===== config.mk =====
export PLATFORM = sky130hd
export DESIGN_NAME = fpadd_unit
export DESIGN_NICKNAME = d
export VERILOG_FILES = /design/src/rtl/fpadd_pkg.sv /design/src/rtl/fpadd_align.sv /design/src/rtl/fpadd_round.sv /design/src/rtl/fpadd_unit.sv
export SDC_FILE = /design/constraint.sdc
export NUM_CORES = 1
export LEC_CHECK = 0
export ABC_AREA = 1
export BUFFER_PORTS_ARGS = -buffer_cell sky130_fd_sc_hd__buf_2
export CELL_PAD_IN_SITES_DETAIL_PLACEMENT = 0
export CELL_PAD_IN_SITES_GLOBAL_PLACEMENT = 1
export CORE_MARGIN = 2
export CORE_UTILIZATION = 40
export DETAILED_ROUTE_END_ITERATION = 8
export PLACE_DENSITY = 0.9
export SYNTH_ARGS = -nofsm -noshare
export SYNTH_HDL_FRONTEND = slang
export SYNTH_SLANG_ARGS = --single-unit
export TNS_END_PERCENT = 50

===== constraint.sdc =====
create_clock -name clk -period 6 [get_ports clk]
set_input_delay 1.5 -clock clk [delete_from_list [all_inputs] [get_ports clk]]
set_output_delay 1.5 -clock clk [all_outputs]
set_load 0.01 [all_outputs]

===== src/rtl/fpadd_pkg.sv =====
package fpadd_pkg;

   typedef enum logic [1:0] {
      RM_NEAREST = 2'd0,
      RM_ZERO    = 2'd1,
      RM_UP      = 2'd2,
      RM_DOWN    = 2'd3
   } rmode_e;

endpackage


===== src/rtl/fpadd_align.sv =====
module fpadd_align #(
   parameter int EXP_W  = 8,
   parameter int FRAC_W = 23,
   localparam int W     = 1 + EXP_W + FRAC_W,
   localparam int MW    = FRAC_W + 1,
   localparam int XW    = MW + 3
) (
   input  logic [W-1:0]     opa,
   input  logic [W-1:0]     opb,
   input  logic             sub,
   output logic             big_sign,
   output logic             same_sign,
   output logic [EXP_W-1:0] big_exp,
   output logic [XW-1:0]    big_m,
   output logic [XW-1:0]    small_m,
   output logic             is_special,
   output logic [W-1:0]     special_val
);
   localparam logic [EXP_W-1:0] EXP_ONES = '1;
   localparam logic [W-1:0] QNAN = {1'b0, EXP_ONES, 1'b1, {(FRAC_W-1){1'b0}}};

   logic              sa, sb, a_nan, b_nan, a_inf, b_inf, swap;
   logic [EXP_W-1:0]  ea, eb, small_exp, ediff;
   logic [FRAC_W-1:0] fa, fb;
   logic [MW-1:0]     ma, mb, small_mm;
   logic [2*XW-1:0]   wide;
   int                shamt;

   always_comb begin
      sa = opa[W-1];
      sb = opb[W-1] ^ sub;
      ea = opa[W-2 -: EXP_W];
      eb = opb[W-2 -: EXP_W];
      fa = opa[FRAC_W-1:0];
      fb = opb[FRAC_W-1:0];
      a_nan = (ea == EXP_ONES) && (fa != '0);
      b_nan = (eb == EXP_ONES) && (fb != '0);
      a_inf = (ea == EXP_ONES) && (fa == '0);
      b_inf = (eb == EXP_ONES) && (fb == '0);
      // exponent field 0 means zero here (subnormals flushed)
      ma = (ea == '0) ? '0 : {1'b1, fa};
      mb = (eb == '0) ? '0 : {1'b1, fb};

      swap      = {eb, fb} > {ea, fa};
      big_sign  = swap ? sb : sa;
      same_sign = (sa == sb);
      big_exp   = swap ? eb : ea;
      small_exp = swap ? ea : eb;
      big_m     = {(swap ? mb : ma), 3'b000};
      small_mm  = swap ? ma : mb;
      ediff     = big_exp - small_exp;

      shamt = (int'(ediff) > XW) ? XW : int'(ediff);
      wide  = {small_mm, 3'b000, {XW{1'b0}}} >> shamt;
      small_m = wide[2*XW-1:XW] | {{(XW-1){1'b0}}, |wide[XW-1:0]};

      is_special  = a_nan | b_nan | a_inf | b_inf;
      if (a_nan || b_nan || (a_inf && b_inf && (sa != sb)))
         special_val = QNAN;
      else if (a_inf)
         special_val = {sa, EXP_ONES, {FRAC_W{1'b0}}};
      else
         special_val = {sb, EXP_ONES, {FRAC_W{1'b0}}};
   end

endmodule


===== src/rtl/fpadd_round.sv =====
module fpadd_round
   import fpadd_pkg::*;
#(
   parameter int EXP_W  = 8,
   parameter int FRAC_W = 23,
   localparam int W     = 1 + EXP_W + FRAC_W,
   localparam int MW    = FRAC_W + 1,
   localparam int XW    = MW + 3,
   localparam int LZ_W  = $clog2(XW + 1),
   localparam int EMAX  = (1 << EXP_W) - 1
) (
   input  logic             big_sign,
   input  logic             same_sign,
   input  logic [EXP_W-1:0] big_exp,
   input  logic [XW-1:0]    big_m,
   input  logic [XW-1:0]    small_m,
   input  logic [1:0]       rm,
   input  logic             is_special,
   input  logic [W-1:0]     special_val,
   output logic [W-1:0]     result
);
   logic [XW:0]     sum;
   logic [XW-1:0]   norm;
   logic [LZ_W-1:0] lz;
   logic [MW:0]     mant;
   logic            lsb, grd, rest, inc;
   int              e;
   rmode_e          mode;

   always_comb begin
      mode = rmode_e'(rm);
      sum  = same_sign ? ({1'b0, big_m} + {1'b0, small_m})
                       : ({1'b0, big_m} - {1'b0, small_m});
      lz = '0;
      for (int i = 0; i < XW; i++)
         if (sum[i]) lz = LZ_W'(XW - 1 - i);

      if (sum[XW]) begin
         norm = {sum[XW:2], sum[1] | sum[0]};
         e    = int'(big_exp) + 1;
      end else begin
         norm = sum[XW-1:0] << lz;
         e    = int'(big_exp) - int'(lz);
      end

      lsb  = norm[3];
      grd  = norm[2];
      rest = norm[1] | norm[0];
      unique case (mode)
         RM_NEAREST: inc = grd & (rest | lsb);
         RM_ZERO:    inc = 1'b0;
         RM_UP:      inc = ~big_sign & (grd | rest);
         RM_DOWN:    inc = big_sign & (grd | rest);
         default:    inc = 1'b0;
      endcase
      mant = {1'b0, norm[XW-1:3]} + {{MW{1'b0}}, inc};
      if (mant[MW]) e = e + 1;

      if (is_special)
         result = special_val;
      else if (sum == '0)
         result = {(same_sign ? big_sign : (mode == RM_DOWN)), {(W-1){1'b0}}};
      else if (e <= 0)
         result = {big_sign, {(W-1){1'b0}}};
      else if (e >= EMAX)
         result = {big_sign, {EXP_W{1'b1}}, {FRAC_W{1'b0}}};
      else
         result = {big_sign, EXP_W'(e), (mant[MW] ? {FRAC_W{1'b0}} : mant[FRAC_W-1:0])};
   end

endmodule


===== src/rtl/fpadd_unit.sv =====
module fpadd_unit #(
   parameter int EXP_W   = 8,
   parameter int FRAC_W  = 23,
   parameter bit MID_REG = 1'b1,
   localparam int W      = 1 + EXP_W + FRAC_W,
   localparam int XW     = FRAC_W + 4
) (
   input  logic         clk,
   input  logic         rst_n,
   input  logic         in_valid,
   input  logic         in_sub,
   input  logic [1:0]   in_rm,
   input  logic [W-1:0] in_a,
   input  logic [W-1:0] in_b,
   output logic         out_valid,
   output logic [W-1:0] out_result
);
   localparam int BW = 1 + 2 + 1 + 1 + EXP_W + XW + XW + 1 + W;

   generate
      if (EXP_W < 3 || EXP_W > 15) begin : g_bad_exp
         $error("fpadd_unit: EXP_W out of range");
      end
      if (FRAC_W < 2 || FRAC_W > 60) begin : g_bad_frac
         $error("fpadd_unit: FRAC_W out of range");
      end
   endgenerate

   logic             a_bsign, a_same, a_spec;
   logic [EXP_W-1:0] a_bexp;
   logic [XW-1:0]    a_bm, a_sm;
   logic [W-1:0]     a_sval;
   logic [BW-1:0]    stg_d, stg_q;
   logic             r_bsign, r_same, r_spec, r_valid;
   logic [1:0]       r_rm;
   logic [EXP_W-1:0] r_bexp;
   logic [XW-1:0]    r_bm, r_sm;
   logic [W-1:0]     r_sval, r_result;

   fpadd_align #(.EXP_W(EXP_W), .FRAC_W(FRAC_W)) u_align (
      .opa(in_a), .opb(in_b), .sub(in_sub),
      .big_sign(a_bsign), .same_sign(a_same), .big_exp(a_bexp),
      .big_m(a_bm), .small_m(a_sm),
      .is_special(a_spec), .special_val(a_sval)
   );

   assign stg_d = {in_valid, in_rm, a_bsign, a_same, a_bexp, a_bm, a_sm, a_spec, a_sval};

   generate
      if (MID_REG) begin : g_mid_reg
         always_ff @(posedge clk or negedge rst_n) begin
            if (!rst_n) stg_q <= '0;
            else        stg_q <= stg_d;
         end
      end else begin : g_mid_wire
         assign stg_q = stg_d;
      end
   endgenerate

   assign {r_valid, r_rm, r_bsign, r_same, r_bexp, r_bm, r_sm, r_spec, r_sval} = stg_q;

   fpadd_round #(.EXP_W(EXP_W), .FRAC_W(FRAC_W)) u_round (
      .big_sign(r_bsign), .same_sign(r_same), .big_exp(r_bexp),
      .big_m(r_bm), .small_m(r_sm), .rm(r_rm),
      .is_special(r_spec), .special_val(r_sval), .result(r_result)
   );

   always_ff @(posedge clk or negedge rst_n) begin
      if (!rst_n) begin
         out_valid  <= 1'b0;
         out_result <= '0;
      end else begin
         out_valid <= r_valid;
         if (r_valid) out_result <= r_result;
      end
   end

endmodule


==> summary.md <==
| Metric | Value |
|---|---|
| Top FF cell, synth | dfrtp_1 |
| Commonest non-fill, non-tap cell in the layout | nand2_1 |
| Critical path capture point type | flip-flop |
| Vias in the first global route | 15.2k |
| Router iterations before antenna repair | 7 |
| Unrepaired setup endpoints after global routing | true |
| DIE AREA | 35200 um2 |
| Slew HR | 48.0% |
| Switching fraction of total power | 51.6% |
| Clk slew on worst S/H paths | 0.08 ns |
| Power Density | 334 nW/um2 |
| Initial antenna violation count | 1 |
| Global-route wire length before repair | 75300 um |
| Fin util | 51.5% |
| Row count | 67 |
| Total negative slack | -0.768 ns |
| Post-Syn Nets | 2371 |
| Congestion Overflow GR | 0 |
| DR WL/cell | 15.8 um |
| CTS Buffer Depth | 2 |
| Total track usage | 25.8% |
| Setup violators final | 27 |
| DP HPWL | 37200 um |
| ANT cells | 0 |
| Number of synthesized flops with an enable pin | 0 |
| Worst stage delay on the critical path | 0.40 ns |
| DR top layer | met4 |
| CP Class | flip-flop to flip-flop |
| CP endpoint | out_result[18] |
| Synthesized instance count | 2201 |
| Period utilization | 101% |
| CP required | 6.26 ns |
| Vias | 16.2k |
| Fill cells | 3312 |
| HP Class | flip-flop to flip-flop |
| Multi-input combinational cell area | 10100 um2 |
| Layout area overhead | 27.2% |
| Avg Cell Area, Syn | 6.13 um2 |
| Routed Antenna Nets | 0 |
| Violated checks | setup timing |
| Worst Hold Depth | 2 |
| FF/Latch Area | 2530 um2 |
| Yosys warns | 0 |
| Worst setup startpoint | stg_q[63] |
| Clock sink count | 101 |
| M1 wire length | 20200 um |
| Metal3 WL | 3210 um |
| H-tree levels | 3 |
| Port Buffer Count | 102 |
| IO Count | 103 |
| Most frequent cells in the layout | nand2_1 (608), nand3_1 (338), buf_4 (267) |
| Worst Clk Skew | 0.0163 ns |
| RR Endpoint | out_result[18] |
| Fin. Hold Viols | 0 |
| Yosys reg bits | 101 |
| Iter 0 DRT Violations | 1479 |
| Clock power frac | 10.2% |
| Most used cell, CP | nand2_1 |
| Met2 routed WL | 21700 um |
| Flop pwr share | 16.1% |
| Synth unique cells | 71 |
| Overall Power | 0.00574 W |
| Max cap viols | 0 |
| Initial Util | 40.5% |
| RR Startpoint | stg_q[63] |
| Core area | 33400 um2 |
| Total routed wirelength | 46700 um |
| Die H | 188 um |
| Fmax | 165 MHz |
| Clock tree from TritonCTS | yes |
| Arrival @ worst endpoint | 6.32 ns |
| Layout Nets | 2680 |
| Final setup margin | -0.0567 ns |
| Psw | 0.00296 W |
| Setup slack, reg-to-reg | -0.06 ns |
| Maximum vdd drop | 0.170 mV |
| CTS root buf | clkbuf_16 |
| Logic gate share of total power | 73.8% |
| Startpoint Class | flip-flop |
| Internal power | 0.00278 W |
| Clk_lat worst skew | 0.37 ns |
| Chip width | 188 um |
| DRC viols | 0 |
| GP Congestion | 1.03 |
| Largest net degree at the start of global routing | 61 |
| Async set-reset flop share out of synthesis | 100% |
| Vias per cell | 5.47 |
| Final worst path period need | 6.06 ns |
| Slew Viols, Final | 0 |
| Sequential share of the synthesized area | 18.7% |
| Reg2Reg Depth | 45 |
| Worst-path fanout max | 8 |
| Fraction of layout cells with a size suffix above 1 | 25.5% |
| Worst Tran Pin Value | 0.774 ns |
| Pre-CTS setup slack | -0.409 ns |
| Cell Area, Synth | 13500 um2 |
| Lkg Pwr | 9.06 nW |
| CP max stage cell | dfrtp_1 |
| WHS | 0.484 ns |
| Run status | complete, but fails checks |
| CTS Buf Count | 9 |
[cells by family (layout without fill, tap and decap cells)]
family / after synthesis / after routing / share of synthesized area, %
and+or+nand+nor: 1303 / 1306 / 44.1
buffers and inverters: 358 / 669 / 11.4
AOI/OAI and AO/OA: 284 / 284 / 12.8
DFF: 101 / 101 / 18.7
adders and majority gates: 100 / 100 / 9.38
xor gates and xnor gates: 52 / 52 / 3.37
muxes: 2 / 2 / 0.148
other: 1 / 1 / 0.0278
[critical path: cells and delay by family, from the launching register on]
family	cells	cell delay (ns)
flip-flops	1	0.40
adder cells (fa/ha/maj)	3	0.69
multiplexers	1	0.16
buffers and inverters	5	0.57
XOR/XNOR	1	0.23
AO/OA/AOI/OAI	8	1.06
AND/OR/NAND/NOR	27	2.83
[routing by layer]
layer | up-vias | GRT usage (%)
li1 | 7922 | -
met1 | 7454 | 34.3
met2 | 714 | 43.4
met3 | 117 | 2.86
met4 | 0 | 9.24
met5 | - | 0
[final cells by class]
cell class	instances	area share [%]
inverter	272	6.14
timing repair inverter	1	0.0510
sequential	101	14.7
tap	448	3.26
clock inverter	7	0.328
clock buffer	9	1.31
timing repair buffer	380	15.6
multi-input combinational	1745	58.6
[repair_timing]
action                     CTS  global route
hold buffers                 0             0
gates resized for setup     71           112
buffers inserted            28            18
setup endpoints to repair   31            42
gates cloned                 3             2
pin swaps                   57            75
[synthesized netlist by cell type (35+ instances only)]
| cell type | n | area share (%) |
|---|---|---|
| nor2_1 | 140 | 3.9 |
| clkbuf_1 | 37 | 1.0 |
| dfrtp_1 | 101 | 19 |
| ha_1 | 98 | 9.1 |
| inv_1 | 244 | 6.8 |
| o21ai_0 | 82 | 3.0 |
| xor2_1 | 44 | 2.9 |
| nand4_1 | 35 | 1.6 |
| nor3_1 | 35 | 1.3 |
| nand3_1 | 346 | 13 |
| a21oi_1 | 87 | 3.2 |
| nand2_1 | 643 | 18 |
[worst min-delay path by stage]
stage | end | from
6_report | out_result[6] | out_result[6]
5_1_grt | out_result[9] | out_result[9]
3_5_place_dp | out_result[6] | out_result[6]
2_1_floorplan | out_valid | stg_q[99]
4_1_cts | out_result[6] | out_result[6]
3_3_place_gp | out_result[6] | out_result[6]
[metrics by stage]
stage | area, um2 | cells
finish | 17200 | 2963
global route | 17200 | 2963
CTS | 16700 | 2944
detailed placement | 15900 | 2898
global placement | 15900 | 2898
floorplan | 13500 | 2201
[power by group through the flow]
stage / clock network, W / registers, W / logic [W]
final: 0.000585 / 0.000922 / 0.00423
after global routing: 0.000611 / 0.000939 / 0.00466
after CTS: 0.000587 / 0.000920 / 0.00392
after detailed placement: 0 / 0.000930 / 0.00372
after global placement: 0 / 0.000923 / 0.00368
after floorplan: 0 / 0.000949 / 0.00241
[flip-flops by register name, indices dropped and copies added, names as in the netlist]
| register | cells |
|---|---|
| stg_q | 68 |
| out_result | 32 |
| out_valid | 1 |
(Power assumes the default switching activity.)
